===== config.mk =====
export PLATFORM = sky130hd
export DESIGN_NAME = pmf_match_top
export DESIGN_NICKNAME = d
export VERILOG_FILES = /design/src/rtl/pmf_pkg.sv /design/src/rtl/pmf_window.sv /design/src/rtl/pmf_accum.sv /design/src/rtl/pmf_decide.sv /design/src/rtl/pmf_match_top.sv
export SDC_FILE = /design/constraint.sdc
export NUM_CORES = 1
export LEC_CHECK = 0
export BUFFER_PORTS_ARGS = -buffer_cell sky130_fd_sc_hd__buf_2
export CAP_MARGIN = 20
export CORE_MARGIN = 2
export CORE_UTILIZATION = 60
export CTS_BUF_LIST = sky130_fd_sc_hd__clkbuf_16
export DETAILED_ROUTE_END_ITERATION = 6
export PLACE_DENSITY = 0.92
export SLEW_MARGIN = 20
export SYNTH_ARGS = -nofsm -noshare
export SYNTH_HDL_FRONTEND = slang
export SYNTH_SLANG_ARGS = --single-unit

===== constraint.sdc =====
create_clock -name clk -period 28.3 [get_ports clk]
set_input_delay 0 -clock clk [delete_from_list [all_inputs] [get_ports clk]]
set_output_delay 0 -clock clk [all_outputs]
set_load 0.01 [all_outputs]

===== src/rtl/pmf_pkg.sv =====
package pmf_pkg;

  localparam int BYTE_W = 8;
  localparam int WORD_W = 16;

  typedef logic [WORD_W-1:0] word_t;

  // one's-complement add with the carry folded back in
  function automatic word_t oc_add(input word_t a, input word_t b);
    logic [WORD_W:0] s;
    s = {1'b0, a} + {1'b0, b};
    return s[WORD_W-1:0] + {{(WORD_W-1){1'b0}}, s[WORD_W]};
  endfunction

endpackage


===== src/rtl/pmf_window.sv =====
module pmf_window #(
  parameter int OFS_W   = 16,
  parameter int WIN_LEN = 64
) (
  input  logic               clk,
  input  logic               rst,
  input  logic               in_valid,
  input  logic               in_sof,
  input  logic               in_eof,
  input  logic [OFS_W-1:0]   cfg_offset,
  input  logic [WIN_LEN-1:0] cfg_mask,
  output logic               beat,
  output logic               restart,
  output logic               take,
  output logic               last,
  output logic               win_full,
  output logic               frame_open
);

  localparam int IDX_W = OFS_W + 1;
  localparam int REL_W = $clog2(WIN_LEN);
  localparam logic [IDX_W-1:0] LEN_I  = IDX_W'(WIN_LEN);
  localparam logic [IDX_W-1:0] SPAN_I = IDX_W'(WIN_LEN - 1);

  logic               open_q;
  logic               full_q;
  logic [IDX_W-1:0]   idx_q;
  logic [OFS_W-1:0]   off_q;
  logic [WIN_LEN-1:0] mask_q;

  logic [IDX_W-1:0]   cur_idx;
  logic [IDX_W-1:0]   cur_off;
  logic [WIN_LEN-1:0] cur_mask;
  logic [IDX_W-1:0]   rel;
  logic               in_win;
  logic               end_hit;

  always_comb begin
    beat     = in_valid & (in_sof | open_q);
    restart  = beat & in_sof;
    last     = beat & in_eof;
    cur_idx  = in_sof ? '0 : idx_q;
    cur_off  = in_sof ? {1'b0, cfg_offset} : {1'b0, off_q};
    cur_mask = in_sof ? cfg_mask : mask_q;
    rel      = cur_idx - cur_off;
    in_win   = (cur_idx >= cur_off) && (rel < LEN_I);
    take     = beat && in_win && cur_mask[rel[REL_W-1:0]];
    end_hit  = beat && (cur_idx == cur_off + SPAN_I);
    win_full = end_hit | (~in_sof & full_q);
  end

  assign frame_open = open_q;

  always_ff @(posedge clk) begin
    if (rst) begin
      open_q <= 1'b0;
      full_q <= 1'b0;
      idx_q  <= '0;
      off_q  <= '0;
      mask_q <= '0;
    end else if (beat) begin
      if (in_sof) begin
        off_q  <= cfg_offset;
        mask_q <= cfg_mask;
      end
      idx_q  <= (cur_idx == '1) ? cur_idx : cur_idx + 1'b1;
      full_q <= win_full;
      open_q <= ~in_eof;
    end
  end

endmodule


===== src/rtl/pmf_accum.sv =====
module pmf_accum
  import pmf_pkg::*;
(
  input  logic              clk,
  input  logic              rst,
  input  logic              beat,
  input  logic              restart,
  input  logic              take,
  input  logic [BYTE_W-1:0] data,
  output word_t             csum
);

  word_t             sum_q, base_sum, nxt_sum;
  logic              pend_q, base_pend, nxt_pend;
  logic [BYTE_W-1:0] hi_q, base_hi, nxt_hi;

  always_comb begin
    base_sum  = restart ? '0 : sum_q;
    base_pend = restart ? 1'b0 : pend_q;
    base_hi   = restart ? '0 : hi_q;
    nxt_sum   = base_sum;
    nxt_pend  = base_pend;
    nxt_hi    = base_hi;
    if (take) begin
      if (base_pend) begin
        nxt_sum  = oc_add(base_sum, {base_hi, data});
        nxt_pend = 1'b0;
      end else begin
        nxt_hi   = data;
        nxt_pend = 1'b1;
      end
    end
    csum = ~oc_add(nxt_sum, nxt_pend ? {nxt_hi, {BYTE_W{1'b0}}} : '0);
  end

  always_ff @(posedge clk) begin
    if (rst) begin
      sum_q  <= '0;
      pend_q <= 1'b0;
      hi_q   <= '0;
    end else if (beat) begin
      sum_q  <= nxt_sum;
      pend_q <= nxt_pend;
      hi_q   <= nxt_hi;
    end
  end

endmodule


===== src/rtl/pmf_decide.sv =====
module pmf_decide
  import pmf_pkg::*;
(
  input  logic  clk,
  input  logic  rst,
  input  logic  restart,
  input  logic  last,
  input  logic  win_full,
  input  word_t csum,
  input  word_t cfg_expect,
  output logic  res_valid,
  output logic  res_match
);

  word_t exp_q;
  word_t cur_exp;

  assign cur_exp = restart ? cfg_expect : exp_q;

  always_ff @(posedge clk) begin
    if (rst) begin
      exp_q     <= '0;
      res_valid <= 1'b0;
      res_match <= 1'b0;
    end else begin
      if (restart) exp_q <= cfg_expect;
      res_valid <= last;
      res_match <= last & win_full & (csum == cur_exp);
    end
  end

endmodule


===== src/rtl/pmf_match_top.sv =====
module pmf_match_top
  import pmf_pkg::*;
#(
  parameter int OFS_W   = 16,
  parameter int WIN_LEN = 64
) (
  input  logic               clk,
  input  logic               rst,
  input  logic               in_valid,
  input  logic               in_sof,
  input  logic               in_eof,
  input  logic [7:0]         in_data,
  input  logic [OFS_W-1:0]   cfg_offset,
  input  logic [WIN_LEN-1:0] cfg_mask,
  input  logic [15:0]        cfg_expect,
  output logic               res_valid,
  output logic               res_match
);

  logic  beat, restart, take, last, win_full, frame_open;
  word_t csum;

  pmf_window #(.OFS_W(OFS_W), .WIN_LEN(WIN_LEN)) u_win (
    .clk(clk), .rst(rst), .in_valid(in_valid), .in_sof(in_sof),
    .in_eof(in_eof), .cfg_offset(cfg_offset), .cfg_mask(cfg_mask),
    .beat(beat), .restart(restart), .take(take), .last(last),
    .win_full(win_full), .frame_open(frame_open)
  );

  pmf_accum u_acc (
    .clk(clk), .rst(rst), .beat(beat), .restart(restart), .take(take),
    .data(in_data), .csum(csum)
  );

  pmf_decide u_dec (
    .clk(clk), .rst(rst), .restart(restart), .last(last),
    .win_full(win_full), .csum(csum), .cfg_expect(cfg_expect),
    .res_valid(res_valid), .res_match(res_match)
  );

endmodule


==> results of run 1 <==
metal layers:
layer / up-vias / share of wire / GRT usage
met3: 357 / 0.10 / 0.113
met2: 945 / 0.46 / 0.654
met4: 0 / 0.11 / 0.340
li1: 4714 / - / -
met1: 5081 / 0.33 / 0.428
met5: - / 0 / 0
power breakdown:
part           internal, mW  switching (mW)
combinational        0.0534          0.0659
sequential            0.206         0.00521
clock                 0.131           0.102
total                 0.391           0.173
registers in the layout (all words and copies together), names as in the netlist:
signal / flops
u_win.idx_q: 17
u_win.frame_open: 1
u_dec.exp_q: 16
u_acc.sum_q: 16
u_dec.res_match: 1
u_win.mask_q: 64
u_dec.res_valid: 1
u_acc.pend_q: 1
u_acc.hi_q: 8
u_win.off_q: 16
u_win.full_q: 1
critical path: cells and delay by family (launching register included):
family	cells	cell delay, ps
muxes	6	1850
adders and majority gates	6	2610
DFF	1	380
buffers and inverters	2	170
xor gates and xnor gates	1	120
AOI/OAI and AO/OA	5	1070
and+or+nand+nor	14	3130
cell usage in the layout, fill, tap and decap left out, types with 17 or more instances in the layout:
| cell | synthesis | layout |
|---|---|---|
| nor2_1 | 102 | 102 |
| o21ai_0 | 22 | 22 |
| nand3_1 | 25 | 25 |
| xnor2_1 | 67 | 66 |
| a21oi_1 | 122 | 122 |
| xor2_1 | 29 | 29 |
| clkbuf_16 | 0 | 17 |
| nor2b_1 | 30 | 30 |
| dfxtp_1 | 142 | 142 |
| and2_1 | 26 | 25 |
| ha_1 | 43 | 43 |
| mux4_2 | 35 | 35 |
| dlygate4sd3_1 | 0 | 106 |
| nor3_1 | 25 | 25 |
| inv_1 | 21 | 23 |
| nand2_1 | 228 | 227 |
| buf_2 | 8 | 108 |
| mux2i_1 | 53 | 53 |
worst min-delay path by stage:
| stage | to | cells past startpoint | startpoint |
|---|---|---|---|
| floorplan | u_win.frame_open$_SDFFE_PP0N_ | 1 | in_eof |
| global placement | u_win.frame_open$_SDFFE_PP0N_ | 2 | in_eof |
| detailed placement | u_win.frame_open$_SDFFE_PP0N_ | 2 | in_eof |
| CTS | u_dec.res_valid$_SDFF_PP0_ | 3 | in_valid |
| global route | u_win.mask_q[55]$_SDFFE_PP0N_ | 2 | rst |
| finish | u_win.mask_q[37]$_SDFFE_PP0N_ | 2 | rst |
cell families (layout without fill, tap and decap cells):
| kind of cell | Yosys count | count (layout) | synth area share |
|---|---|---|---|
| AOI/OAI and AO/OA | 234 | 234 | 0.142 |
| and+or+nand+nor | 519 | 519 | 0.241 |
| buffers and inverters | 95 | 275 | 0.0428 |
| xor gates and xnor gates | 97 | 97 | 0.0838 |
| DFF | 142 | 142 | 0.274 |
| muxes | 106 | 106 | 0.156 |
| other | 0 | 3 | 0 |
| adders and majority gates | 48 | 48 | 0.0597 |
through the flow:
step                       util  total power, mW  cells  instance area, µm²  hold WS [ps]
after floorplan               -            0.283   1241               10400          99.1
after global placement    0.638            0.306   1508               10900           201
after detailed placement  0.638            0.309   1508               10900           210
after CTS                 0.735            0.545   1646               12500          21.0
after global routing      0.736            0.576   1649               12600          25.9
final                     0.736            0.564   1649               12600          28.9
timing repair:
item | 4_1_cts | 5_1_grt
hold endpoints to repair | 106 | 0
hold buffers | 106 | 0
buffers inserted | 0 | 0
area by class of cell:
| cell class | count | area (µm²) | area share |
|---|---|---|---|
| clock inverters | 15 | 160 | 0.0128 |
| well taps | 225 | 282 | 0.0224 |
| inverters | 22 | 82.6 | 0.00658 |
| clock buffers | 17 | 425 | 0.0339 |
| diodes | 3 | 7.51 | 0.000598 |
| multi-input cells | 1004 | 7100 | 0.565 |
| repair buffers | 221 | 1650 | 0.132 |
| flip-flops and latches | 142 | 2840 | 0.226 |
==> run metrics, run 1 <==
failing checks=DRC; Resize count post-CTS=0; RR Startpoint=u_win.off_q[0]$_SDFFE_PP0P_; Slew Viols, Final=0; Synth-to-Final Area Change=21.2%; GRT Overall Usage=0.401; sequential-to-total area share from yosys stat=0.274; Worst Path Required=28,640 ps; max incr delay on CP=1270 ps; Final nets=1,563; DRT Pass-1 Iters=7; Synth Warn #=0; routed vias/inst=6.73; syn_area_per_cell=8.35 µm²; Initial Util=0.607; total grt overflow=0; syn_nets=1,396; Worst Tran Pin Value=1070 ps; I/O Pins=111; dominant cell type by area after synthesis=dfxtp_1; die area=18,300 µm²; reg-to-reg setup timing slack=18,830 ps; largest net degree at the start of global routing=99; CP max stage cell=fa_4; CP max FO=32; final hold vios=0; Slew Limit Headroom=0.289; EDFF count, synth=0; library cell with the highest instance count after synthesis=nand2_1; WS Path Type=reg -> reg; CP Capture Type=flip-flop; CTS tree=built; DR DRC count=1; clock sinks=142; outcome=finished with violations; R2R cell count=34; f_max=0.106 GHz; detailed-placement wirelength estimate=19,900 µm; Die X=135 µm; fin worst setup slack=18,830 ps; mapped cell area=10,400 µm²; Cells after Synth=1,241; final setup violation count=0; Setup WS pre-CTS=19,290 ps; FP Rows=48; Worst-Skew Late Latency=450 ps; synth top area cells=dfxtp_1 27%, nand2_1 8.3%, mux4_2 7.6%; Top FF cell, synth=dfxtp_1; antenna viol nets, final=0; average wire per standard cell=22.5 µm; count of cell types in the netlist=99; Post-synth ARST share=0; Critical Path Start=u_win.off_q[0]$_SDFFE_PP0P_; worst hold path type=in -> reg; flops & latches, synth=142; fill count=1,112; most frequent cells after synthesis=228 x nand2_1, 142 x dfxtp_1, 122 x a21oi_1; RD Place Congestion=0.941; arrival time worst endpoint=9820 ps; Yosys top cell area share=0.274; reg-to-reg endpoint=u_dec.res_match$_SDFF_PP0_; initial antenna violation count=3; Worst VDD drop=45.2 µV; number of CTS-inserted buffers=17; Critical Path Source Type=flip-flop; CTS Buffer Depth=2; # port buffers=110; Max-Cap Viols=0; Core Region=17,100 µm²; setup TNS=0 ps; routed vias=11,100; DRT iter0 DRCs=1,534; share of cells above drive strength 1=0.165; Leakage=4.95 nW; CP endpoint=u_dec.res_match$_SDFF_PP0_; Min Clock Period, post-route=9470 ps; H-tree depth=4; number of global-route vias before repair=11,000; clk root buf=clkbuf_16; Die Y=135 µm; Clock Skews=26.2 ps; clock-pin transition on the worst setup and hold timing paths=70 ps; first-pass GRT wire length=56,700 µm; final period utilization=0.335; Pwr Density=44.9 nW/µm²; total detailed-routing wirelength=37,100 µm; RSZ-0062 raised after global routing=false
(Power assumes the default switching activity.)
==> run 2: changes to the inputs <==
Settings changed: CORE_UTILIZATION 60 to 54, PLACE_DENSITY 0.92 to 0.88.
Clock period 28.3 ns to 8.5 ns, I/O delays scaled along.
==> run metrics, run 2 (same netlist as run 1, synthesis figures left out) <==
Die X=142 µm (was 135 µm); clk root buf=clkbuf_16 (unchanged); Worst Path Required=8840 ps (was 28,640 ps); clock sinks=142 (unchanged); Crit path max-delay family=simple AND/OR/NAND/NOR gates (unchanged); CTS Buffer Depth=2 (unchanged); CP bufs+invs=3 (was 2); CP max FO=24 (was 32); routed vias=10,400 (was 11,100); arrival time worst endpoint=8470 ps (was 9820 ps); most flop-heavy register=u_win.mask_q (unchanged); Synth-to-Final Area Change=22.1% (was 21.2%); I/O Pins=111 (unchanged); Clock Skews=12.4 ps (was 26.2 ps); net switching power figure=536 µW (was 173 µW); Clock power frac=0.414 (was 0.413); Pwr Density=145 nW/µm² (was 44.9 nW/µm²); commonest non-fill, non-tap cells in the layout=227 x nand2_1, 142 x dfxtp_1, 122 x a21oi_1, 108 x buf_2, 105 x dlygate4sd3_1 (was 227 x nand2_1, 142 x dfxtp_1, 122 x a21oi_1, 108 x buf_2, 106 x dlygate4sd3_1); number of global-route vias before repair=10,300 (was 11,000); Internal Power=1.30 mW (was 391 µW); Leakage=4.98 nW (was 4.95 nW); initial antenna violation count=0 (was 3); Register Area=2840 µm² (unchanged); CP Capture Type=flip-flop (unchanged); DR DRC count=0 (was 1); outcome=finished clean (was finished with violations); multi-input logic area=7100 µm² (about the same); largest net degree at the start of global routing=73 (was 99); Worst Tran Pin Value=1130 ps (was 1070 ps); antenna viol nets, final=0 (unchanged); final period utilization=0.957 (was 0.335); Initial Util=0.552 (was 0.607); total detailed-routing wirelength=32,200 µm (was 37,100 µm); setup TNS=0 ps (unchanged); clock-pin transition on the worst setup and hold timing paths=60 ps (was 70 ps); Slew Viols, Final=0 (unchanged); fill count=1,378 (was 1,112); RD Place Congestion=0.990 (was 0.941); routed vias/inst=6.24 (was 6.73); Min Clock Period, post-route=8130 ps (was 9470 ps); Core Region=18,800 µm² (was 17,100 µm²); total grt overflow=0 (unchanged); die area=20,300 µm² (was 18,300 µm²); # port buffers=110 (unchanged); Worst VDD drop=152 µV (was 45.2 µV); max incr delay on CP=580 ps (was 1270 ps); DRT Pass-1 Iters=6 (was 7); Seq pwr share=0.382 (was 0.375); detailed-placement wirelength estimate=20,400 µm (was 19,900 µm); fin worst setup slack=369 ps (was 18,830 ps); worst hold path type=in -> reg (unchanged); f_max=0.123 GHz (was 0.106 GHz); Top cell by count, worst path=ha_1; Largest regs=u_win.mask_q: 64 flops, u_win.idx_q: 17 flops (unchanged); sw frac=0.291 (was 0.306); FP Rows=50 (was 48); average wire per standard cell=19.3 µm (was 22.5 µm); Critical Path Source Type=flip-flop (unchanged); Final nets=1,573 (was 1,563); total power=1.84 mW (was 564 µW); max reg flops=64 (unchanged); final setup violation count=0 (unchanged); final hold vios=0 (unchanged); Worst-Skew Late Latency=430 ps (was 450 ps); number of CTS-inserted buffers=17 (unchanged); H-tree depth=4 (unchanged); CP max stage cell=or4_1 (was fa_4); DRT iter0 DRCs=1,025 (was 1,534); Slew Limit Headroom=0.238 (was 0.289); Max-Cap Viols=0 (unchanged); Setup WS pre-CTS=310 ps (was 19,290 ps); share of cells above drive strength 1=0.172 (was 0.165); GRT Overall Usage=0.317 (was 0.401); WS Path Type=reg -> reg (unchanged); first-pass GRT wire length=51,500 µm (was 56,700 µm); CTS tree=built (unchanged); Die Y=142 µm (was 135 µm); commonest non-fill, non-tap cell in the layout=nand2_1 (unchanged); Gate power share=0.205 (was 0.211)
## run 2: cell count changes in the layout (fill, tap and decap cells not counted), moves of 2 or more
cell        delta
nor2_1         -2
clkinv_1       +2
clkinvlp_4     +2
clkinv_2       -2
buf_4         +10
## run 2: layout make-up
class                      count  share of cell area
clock buffer                  17              0.0336
inverter                      22             0.00653
multi-input combinational   1004               0.561
clock inverter                15              0.0125
tap                          234              0.0232
sequential                   142               0.225
antenna                        2            0.000396
timing repair buffer         231               0.138
## run 2: worst paths after layout
kind                                               startpoint                       endpoint  slack, ps  depth (start not counted)
worst max-delay path              u_win.off_q[0]$_SDFFE_PP0P_     u_dec.res_match$_SDFF_PP0_        370                         35
worst min-delay path                               in_data[1]     u_acc.hi_q[1]$_SDFFE_PP0N_         20                          3
worst max register to register    u_win.off_q[0]$_SDFFE_PP0P_     u_dec.res_match$_SDFF_PP0_        370                         35
worst min register to register  u_win.mask_q[41]$_SDFFE_PP0N_  u_win.mask_q[41]$_SDFFE_PP0N_        460                          2
## run 2: power groups by stage
| stage | Combinational, mW | Clock [mW] | Sequential [mW] |
|---|---|---|---|
| after global routing | 0.402 | 0.782 | 0.703 |
| after detailed placement | 0.322 | 0 | 0.714 |
| after CTS | 0.362 | 0.753 | 0.700 |
| after global placement | 0.316 | 0 | 0.713 |
| final | 0.376 | 0.760 | 0.702 |
| after floorplan | 0.237 | 0 | 0.710 |
## run 2: per-layer routing
layer  global-route usage  wire, µm  up-vias
met1                0.386     12600     4865
li1                     -         -     4737
met3               0.0559      2540      157
met2                0.536     15500      645
met5                    0         0        -
met4                0.169      1630        0
## run 2: repair_timing
action                                  CTS  global route
endpoints found under the setup margin    0             1
buffers inserted                          0             1
gates resized for setup                   0             1
hold endpoints to repair                105             0
hold buffers                            105             0
## run 2: per-stage QoR
| stage | hold slack, ps | util | instance area (µm²) | std cells |
|---|---|---|---|---|
| after floorplan | 99.1 | - | 10400 | 1241 |
| after global placement | 244 | 0.586 | 11000 | 1527 |
| after detailed placement | 246 | 0.586 | 11000 | 1527 |
| after CTS | 5.89 | 0.673 | 12600 | 1664 |
| after global routing | 46.7 | 0.673 | 12600 | 1665 |
| final | 21.7 | 0.674 | 12600 | 1667 |
## run 2: worst reg2reg max path: cells and delay by family (launching register included)
kind / cells / cell delay, ps
and+or+nand+nor: 15 / 2690
buffers and inverters: 3 / 370
xor gates and xnor gates: 1 / 130
adders and majority gates: 6 / 1850
muxes: 5 / 1610
DFF: 1 / 360
AOI/OAI and AO/OA: 5 / 1050
==> run 3: changes to the inputs <==
Settings changed: CAP_MARGIN 20 to unset, SETUP_SLACK_MARGIN set to 0.3.
Clock period 8.5 ns to 7.2 ns, I/O delays scaled along.
==> run metrics, run 3 (same netlist as run 1, synthesis figures left out) <==
outcome=finished with violations (was finished clean); failing checks=DRC, setup timing; commonest non-fill, non-tap cell in the layout=nand2_1 (unchanged); number of global-route vias before repair=11,500 (was 10,300); initial antenna violation count=1 (was 0); # diodes=0 (was 2); Slew Viols, Final=0 (unchanged); final period utilization=1.04 (was 0.957); sw frac=0.304 (was 0.291); max reg flops=64 (unchanged); number of CTS-inserted buffers=17 (unchanged); first-pass GRT wire length=58,600 µm (was 51,500 µm); Register Area=2850 µm² (was 2840 µm²); reg-to-reg setup timing slack=-290 ps (was 370 ps); largest net degree at the start of global routing=90 (was 73); CP endpoint=u_dec.res_match$_SDFF_PP0_ (unchanged); Clock Skews=17.1 ps (was 12.4 ps); Worst VDD drop=176 µV (was 152 µV); commonest non-fill, non-tap cells in the layout=227 x nand2_1, 140 x dfxtp_1, 120 x a21oi_1, 108 x buf_2, 104 x dlygate4sd3_1 (was 227 x nand2_1, 142 x dfxtp_1, 122 x a21oi_1, 108 x buf_2, 105 x dlygate4sd3_1); total grt overflow=0 (unchanged); I/O Pins=111 (unchanged); average wire per standard cell=21.5 µm (was 19.3 µm); clk root buf=clkbuf_16 (unchanged); clock sinks=142 (unchanged); DRT iter0 DRCs=1,425 (was 1,025); Internal Power=1.59 mW (was 1.30 mW); Leakage=5.29 nW (was 4.98 nW); CP max FO=4 (was 24); Worst Tran Pin Value=1030 ps (was 1130 ps); CTS Buffer Depth=2 (unchanged); final hold vios=0 (unchanged); total power=2.28 mW (was 1.84 mW); Slew Limit Headroom=0.313 (was 0.238); RR Startpoint=u_win.idx_q[0]$_SDFFE_PP0N_ (was u_win.off_q[0]$_SDFFE_PP0P_); fin worst setup slack=-294 ps (was 369 ps); max incr delay on CP=580 ps (about the same); H-tree depth=4 (unchanged); Core Region=18,800 µm² (unchanged); CP max stage cell=fa_2 (was or4_1); FP Rows=50 (unchanged); Pwr Density=170 nW/µm² (was 145 nW/µm²); Min Clock Period, post-route=7490 ps (was 8130 ps); Critical Path Source Type=flip-flop (unchanged); Final nets=1,637 (was 1,573); DRT Pass-1 Iters=7 (was 6); # placed instances=1,577 (was 1,527); Worst Path Required=7550 ps (was 8840 ps); die area=20,300 µm² (unchanged); most flop-heavy register=u_win.mask_q (unchanged); antenna viol nets, final=0 (unchanged); DR DRC count=27 (was 0); worst hold path type=in -> reg (unchanged); CP Capture Type=flip-flop (unchanged); Die X=142 µm (unchanged); Finished Layout Cells=1,729 (was 1,667); clock-pin transition on the worst setup and hold timing paths=70 ps (was 60 ps); detailed-placement wirelength estimate=21,400 µm (was 20,400 µm); net switching power figure=693 µW (was 536 µW); Critical Path Start=u_win.idx_q[0]$_SDFFE_PP0N_ (was u_win.off_q[0]$_SDFFE_PP0P_); Die Y=142 µm (unchanged); RD Place Congestion=0.984 (was 0.990); # port buffers=110 (unchanged); share of cells above drive strength 1=0.232 (was 0.172); Gate power share=0.228 (was 0.205); f_max=0.133 GHz (was 0.123 GHz); reg-to-reg endpoint=u_dec.res_match$_SDFF_PP0_ (unchanged); Seq pwr share=0.364 (was 0.382); Top cell by count, worst path=ha_4 (was ha_1); multi-input logic area=7300 µm² (was 7100 µm²); total detailed-routing wirelength=37,200 µm (was 32,200 µm); GRT Overall Usage=0.367 (was 0.317); Synth-to-Final Area Change=29.4% (was 22.1%); routed vias/inst=6.56 (was 6.24); Largest regs=u_win.mask_q: 64 flops, u_win.idx_q: 17 flops (unchanged); fill count=1,177 (was 1,378); Worst-Skew Late Latency=440 ps (was 430 ps); Clock power frac=0.407 (was 0.414); routed vias=11,300 (was 10,400); WS Path Type=reg -> reg (unchanged); arrival time worst endpoint=7840 ps (was 8470 ps); R2R cell count=37 (was 35); Max-Cap Viols=0 (unchanged); Initial Util=0.552 (unchanged); final setup violation count=1 (was 0); RSZ-0062 raised after global routing=true; CTS tree=built (unchanged)
==> run 3: cell types whose count changed in the layout (fill, tap and decap cells not counted), sizes merged <==
cell / before / now
diode: 2 / 0
inv: 29 / 30
dlygate4sd3: 105 / 104
clkinvlp: 3 / 2
buf: 126 / 191
==> run 3: per-layer routing <==
| metal | track usage | part of all wire | vias up |
|---|---|---|---|
| met5 | 0 | 0.00038 | - |
| met4 | 0.246 | 0.078 | 2 |
| met3 | 0.0871 | 0.10 | 316 |
| met2 | 0.603 | 0.46 | 960 |
| met1 | 0.425 | 0.36 | 5211 |
| li1 | - | - | 4858 |
==> run 3: area by class of cell <==
| cell class | instances | share of cell area |
|---|---|---|
| multi-input combinational | 1004 | 0.544 |
| sequential | 142 | 0.212 |
| timing repair buffer | 295 | 0.170 |
| clock buffer | 17 | 0.0317 |
| tap | 234 | 0.0218 |
| clock inverter | 15 | 0.0130 |
| inverter | 22 | 0.00616 |
==> run 3: power by group through the flow <==
stage                     Clock [mW]  Sequential [mW]  Combinational, mW
after detailed placement           0            0.844              0.402
after global routing           0.957            0.831              0.544
after floorplan                    0            0.839              0.289
final                          0.929            0.831              0.520
after CTS                      0.921            0.827              0.481
after global placement             0            0.843              0.390
==> run 3: timing repair <==
action / CTS / global route
buffers inserted: 13 / 1
gates resized for setup: 33 / 14
hold endpoints to repair: 105 / 0
endpoints found under the setup margin: 1 / 1
gates cloned: 2 / 0
pin swaps: 16 / 6
hold buffers: 104 / 0
==> run 3: metrics by stage <==
step           hold WS [ps]   util  setup WS (ps)  cell area (µm²)  setup TNS, ps
3_3_place_gp            232  0.608          -13.2            11400          -13.2
4_1_cts                6.22  0.711          -33.7            13300          -33.7
3_5_place_dp            254  0.608           -330            11400           -330
2_1_floorplan          99.1      -           -585            10500           -585
5_1_grt                47.8  0.714           -475            13400           -475
6_report               23.6  0.714           -294            13400           -294
==> run 3: worst min path at each step <==
stage,cells past startpoint,startpoint,endpoint
2_1_floorplan,1,in_eof,u_win.frame_open$_SDFFE_PP0N_
3_3_place_gp,2,in_eof,u_win.frame_open$_SDFFE_PP0N_
3_5_place_dp,2,in_eof,u_win.frame_open$_SDFFE_PP0N_
4_1_cts,4,in_data[0],u_acc.hi_q[0]$_SDFFE_PP0N_
5_1_grt,3,in_valid,u_win.frame_open$_SDFFE_PP0N_
6_report,3,in_valid,u_win.frame_open$_SDFFE_PP0N_
==> run 3: critical path: cells and delay by family, from the launching register on <==
family                   cells  cell delay, ps
multiplexers                 4            1470
AO/OA/AOI/OAI                5             870
buffers and inverters        5             500
AND/OR/NAND/NOR             16            2480
flip-flops                   1             340
XOR/XNOR                     1             100
adder cells (fa/ha/maj)      6            1650
